<file path="config.mk">
export PLATFORM = sky130hd
export DESIGN_NAME = tzc_unit
export DESIGN_NICKNAME = d
export VERILOG_FILES = /design/src/rtl/tzc_pkg.sv /design/src/rtl/tzc_operand_pad.sv /design/src/rtl/tzc_scan.sv /design/src/rtl/tzc_unit.sv
export SDC_FILE = /design/constraint.sdc
export NUM_CORES = 1
export LEC_CHECK = 0
export BUFFER_PORTS_ARGS = -buffer_cell sky130_fd_sc_hd__buf_4
export CAP_MARGIN = 40
export CORE_ASPECT_RATIO = 1.75
export CORE_MARGIN = 1
export CORE_UTILIZATION = 30
export CTS_CLUSTER_SIZE = 28
export DETAILED_ROUTE_END_ITERATION = 6
export MAX_ROUTING_LAYER = met4
export PLACE_DENSITY = 0.68
export RECOVER_POWER = 25
export SLEW_MARGIN = 10
export SYNTH_ARGS = -nofsm -noshare
export SYNTH_HDL_FRONTEND = slang
export SYNTH_SLANG_ARGS = --single-unit
</file>
<file path="constraint.sdc">
create_clock -name clk -period 1.4 [get_ports clk]
set_input_delay 0.14 -clock clk [delete_from_list [all_inputs] [get_ports clk]]
set_output_delay 0.14 -clock clk [all_outputs]
set_load 0.03 [all_outputs]
</file>
<file path="src/rtl/tzc_pkg.sv">
package tzc_pkg;
   localparam int unsigned OPND_MAX_W = 64;

   typedef enum logic [1:0] {
      SZ_HALF  = 2'b00,
      SZ_WORD  = 2'b01,
      SZ_DWORD = 2'b10,
      SZ_ALIAS = 2'b11
   } size_code_e;

   // Operand width in bits selected by a size code.
   function automatic int unsigned width_of(input logic [1:0] code);
      case (code)
         SZ_HALF: return 16;
         SZ_WORD: return 32;
         default: return 64;
      endcase
   endfunction
endpackage

</file>
<file path="src/rtl/tzc_operand_pad.sv">
// Forces every bit at or above the selected size to one and adds a guard
// one above the top bit, so a single scan covers all sizes and the zero case.
module tzc_operand_pad
   import tzc_pkg::*;
#(
   parameter int unsigned DATA_W = 64
) (
   input  logic [DATA_W-1:0] data,
   input  logic [1:0]        size,
   output logic [DATA_W:0]   padded,
   output logic              opnd_zero
);
   logic [DATA_W-1:0] keep;

   always_comb begin
      for (int i = 0; i < DATA_W; i++) begin
         keep[i] = (i < int'(width_of(size)));
      end
   end

   assign padded    = {1'b1, (data & keep) | ~keep};
   assign opnd_zero = ~|(data & keep);
endmodule

</file>
<file path="src/rtl/tzc_scan.sv">
// Finds the index of the lowest set bit of a vector that always has at least one bit set.
module tzc_scan #(
   parameter int unsigned VEC_W = 65,
   localparam int unsigned CNT_W = $clog2(VEC_W)
) (
   input  logic [VEC_W-1:0] vec,
   output logic [CNT_W-1:0] idx
);
   if (VEC_W < 2) begin : g_bad_width
      $error("tzc_scan: VEC_W must be at least 2");
   end

   always_comb begin
      idx = '0;
      for (int i = VEC_W - 1; i >= 0; i--) begin
         if (vec[i]) idx = CNT_W'(i);
      end
   end
endmodule

</file>
<file path="src/rtl/tzc_unit.sv">
module tzc_unit
   import tzc_pkg::*;
#(
   parameter int unsigned DATA_W = 64,
   localparam int unsigned CNT_W = $clog2(DATA_W + 1)
) (
   input  logic              clk,
   input  logic              rst,
   input  logic              in_valid,
   input  logic [DATA_W-1:0] in_data,
   input  logic [1:0]        in_size,
   output logic              out_valid,
   output logic [DATA_W-1:0] out_count,
   output logic              out_carry,
   output logic              out_zero,
   output logic              out_ovf,
   output logic              out_sign,
   output logic              out_parity,
   output logic              out_aux
);
   if (DATA_W != OPND_MAX_W) begin : g_bad_width
      $error("tzc_unit: DATA_W must equal the largest operand size");
   end

   logic [DATA_W:0]  padded;
   logic             opnd_zero;
   logic [CNT_W-1:0] cnt_d;
   logic [CNT_W-1:0] cnt_q;
   logic             carry_q, zflag_q, valid_q;
   logic [1:0]       size_q;

   tzc_operand_pad #(.DATA_W(DATA_W)) u_pad (
      .data      (in_data),
      .size      (in_size),
      .padded    (padded),
      .opnd_zero (opnd_zero)
   );

   tzc_scan #(.VEC_W(DATA_W + 1)) u_scan (
      .vec (padded),
      .idx (cnt_d)
   );

   always_ff @(posedge clk) begin
      if (rst) begin
         valid_q <= 1'b0;
         cnt_q   <= '0;
         carry_q <= 1'b0;
         zflag_q <= 1'b0;
         size_q  <= SZ_HALF;
      end else begin
         valid_q <= in_valid;
         if (in_valid) begin
            cnt_q   <= cnt_d;
            carry_q <= opnd_zero;
            zflag_q <= (cnt_d == '0);
            size_q  <= in_size;
         end
      end
   end

   assign out_valid  = valid_q;
   assign out_count  = DATA_W'(cnt_q);
   assign out_carry  = carry_q;
   assign out_zero   = zflag_q;
   assign out_ovf    = 1'b0;
   assign out_sign   = 1'b0;
   assign out_parity = 1'b0;
   assign out_aux    = 1'b0;

   // the carry flag appears only together with a count equal to the size
   a_r5_carry_width: assert property (@(posedge clk) disable iff (rst)
      (out_valid && out_carry) |-> (out_count == DATA_W'(width_of(size_q))));
   // the count never exceeds the operand size
   a_r1_count_bound: assert property (@(posedge clk) disable iff (rst)
      out_valid |-> (out_count <= DATA_W'(width_of(size_q))));
   // the zero flag agrees with the stored count
   a_r6_zero_flag: assert property (@(posedge clk) disable iff (rst)
      out_valid |-> (out_zero == (out_count == '0)));
   // one-cycle latency of the valid strobe
   a_r9_valid_follows: assert property (@(posedge clk) disable iff (rst)
      in_valid |=> out_valid);
   a_r9_valid_drops: assert property (@(posedge clk) disable iff (rst)
      !in_valid |=> !out_valid);
   // results hold while no operand arrives
   a_r9_hold: assert property (@(posedge clk) disable iff (rst)
      !in_valid |=> ($stable(out_count) && $stable(out_carry) && $stable(out_zero)));
endmodule

</file>
==> flow_metrics.py <==
metrics = {
    "drt": {
        "routed_wl_um": 5438,
        "wl_per_cell_um": 11.69,
        "drt_drc_violations_left": 0,
        "vias_per_cell": 4.602,
        "antenna_left": 0,
        "firstDrtPassIters": 4,
        "vias": 2140,
        "first_iter_violations": 30,
    },
    "floorplan": {
        "die_w_um": 58.68,
        "rows": 35,
        "dieArea_um2": 5938,
        "core_um2": 5343,
        "start_util_pct": 31.57,
        "io_pins": 140,
        "fp.dieH_um": 101.2,
    },
    "finish": {
        "fin_util_pct": 53.07,
        "stdcell_count": 465,
        "diodes": 0,
        "areaGrowthSynthToFinish_pct": 68.10,
        "fin_nets": 461,
        "postLayoutCellArea_um2": 2835,
        "layout-drive-gt1-share_pct": 44.76,
    },
    "worst_setup_path": {
        "cp-startpoint": "in_data[44]",
        "cp.required_ns": 1.53,
        "r2r-start": "cnt_q[0]$_SDFFE_PP0P_",
        "crit_type": "input pin to flop",
        "cp_max_fo": 3,
        "cp-start-kind": "input pin",
        "end_kind": "flop",
        "arrival_ns": 1.48,
    },
    "logic_synthesis": {
        "syn_avg_cell_area_um2": 6.998,
        "synth_warnings": 0,
        "ys_types": 48,
        "async_flop_share_pct": 0,
        "synthCells": 241,
        "ys_seq_elements": 10,
        "post-synth-top-count-cell": "buf_4",
        "synthTopCellsByCount": "61 x buf_4, 33 x nor2_1, 17 x nor4_1",
        "synth_top_cell_area_share_pct": 27.15,
        "synth.largest_area_cell": "buf_4",
        "synthTopCellsByArea": "buf_4 27%, dfxtp_1 12%, nor2_1 7.3%",
        "netlist_area_um2": 1687,
        "yosysSeqAreaShare_pct": 11.87,
        "ys.flop_type": "dfxtp_1",
        "synth_edf_count": 0,
    },
    "cts": {
        "clk_pin_slew_ns": 0.05,
        "clockRootBuffer": "clkbuf_8",
        "cts_num_sinks": 10,
        "cts_tree": "yes",
        "cts_max_level": 1,
        "insertion_delay_ns": 0.24,
        "hold_buffers": 0,
        "cts_buffer_depth": 2,
        "cts_buffers": 3,
    },
    "global_route": {
        "grt.overflow.total": 0,
        "grt_pass1_vias": 2001,
        "antenna_found_initial": 0,
        "grt_max_degree": 7,
        "grtUsageTotal_pct": 18.50,
        "grt_pass1_wl_um": 8286,
    },
    "placement": {
        "dpl-instance-area_um2": 2639,
        "dp.cells": 459,
        "io_buffers": 78,
        "place_hpwl_um": 4639,
        "routabilityCongestion": 0.8348,
        "place_ws_ns": -0.2305,
    },
    "power_and_ir_drop": {
        "p_int_mw": 0.8455,
        "seqPwrFrac_pct": 20.8,
        "power_leakage_nw": 1.332,
        "powerDensity_nw_per_um2": 502.2,
        "power_frac_comb_pct": 53.0,
        "power.switching_mw": 0.5784,
        "ir_worst_vdd_v": 0.0002225,
        "total_power_mw": 1.424,
        "switching_share_pct": 40.62,
        "power_frac_clock_pct": 26.2,
    },
    "sta": {
        "slew_viol_final": 0,
        "fin_crit_ns": 1.348,
        "timing.hold.ws_ns": 0.2073,
        "finalCritPeriodShare_pct": 96.30,
        "rsz0062_at_grt": "true",
        "timing.fmax_mhz": 741.7,
        "hold_viol_final": 0,
        "setup_viol": 0,
        "fin_skew_ns": 0,
        "setup_slack_ns": 0.05179,
        "tns_ns": 0,
    },
    "hold_path": {
        "worstHoldStart": "rst",
        "worstHoldPathType": "input pin to flop",
    },
    "job": {
        "maxCapViolCount": 0,
    },
    "run_status": {
        "outcome": "complete, no violations",
    },
}
[path summary, 6_finish.rpt]
path / endpoint / slack (ns) / cells after the start
max: cnt_q[2]$_SDFFE_PP0P_ / 0.05 / 7
min: cnt_q[5]$_SDFFE_PP0P_ / 0.21 / 3
max reg2reg: cnt_q[0]$_SDFFE_PP0P_ / 0.14 / 5
min reg2reg: cnt_q[3]$_SDFFE_PP0P_ / 0.46 / 2
[metal layers]
layer	routed length (µm)	global-route usage [%]	share of wire, %
met5	0	-	0
met4	72	5.495	1.3
met3	313	1.788	5.8
met2	3304	39.70	61
met1	1748	15.57	32
[flip-flops by register name, summed over array words and instances (netlist names)]
name,count
out_valid,1
cnt_q,7
out_carry,1
out_zero,1
[layout by cell type, fill, tap and decap left out, types with 4 or more instances in the layout]
cell | Yosys | final
nor4_1 | 17 | 10
nor2_1 | 33 | 33
nor4_4 | 2 | 6
a21oi_1 | 10 | 10
nor3_1 | 11 | 9
nand2_1 | 12 | 12
a31oi_1 | 4 | 4
clkbuf_8 | 0 | 4
nand2b_1 | 5 | 5
nor2b_1 | 4 | 4
inv_1 | 10 | 10
nor4_2 | 1 | 4
dfxtp_1 | 10 | 9
o31ai_1 | 6 | 5
buf_4 | 61 | 141
o21ai_0 | 5 | 5
conb_1 | 1 | 61
[layout make-up]
class	count	area [µm²]
inverters	10	37.54
flip-flops and latches	10	201.4
clock buffers	4	55.05
repair buffers	148	1119
fillers	540	2507
well taps	74	92.59
multi-input cells	219	1330
[critical path, cell delays in order]
cell	delay [ns]
buf_8	0.10
or4_4	0.53
o21ai_2	0.14
a31oi_1	0.06
nor3_2	0.20
a211oi_2	0.05
a221o_1	0.26
[power by group through the flow]
| stage | sequential, mW | clock [mW] | combinational [mW] |
|---|---|---|---|
| after floorplan | 0.314 | 0 | 0.457 |
| after global routing | 0.297 | 0.394 | 0.809 |
| final | 0.296 | 0.373 | 0.755 |
| after CTS | 0.296 | 0.382 | 0.719 |
| after global placement | 0.301 | 0 | 0.713 |
| after detailed placement | 0.301 | 0 | 0.717 |
[kinds of logic after synthesis]
group           after synthesis  share of synthesized area [%]
mux                           1                         0.5935
flops                        10                          11.87
buf+inv                      72                          29.60
compound gates               54                          22.78
simple gates                103                          34.94
other cells                   1                         0.2223
[timing repair]
item / in CTS / in global routing
gates resized for setup: 0 / 25
endpoints found under the hold margin: 0 / 0
setup buffers: 0 / 2
endpoints found under the setup margin: 0 / 5
Note: power is estimated with default switching activity, not from simulation.
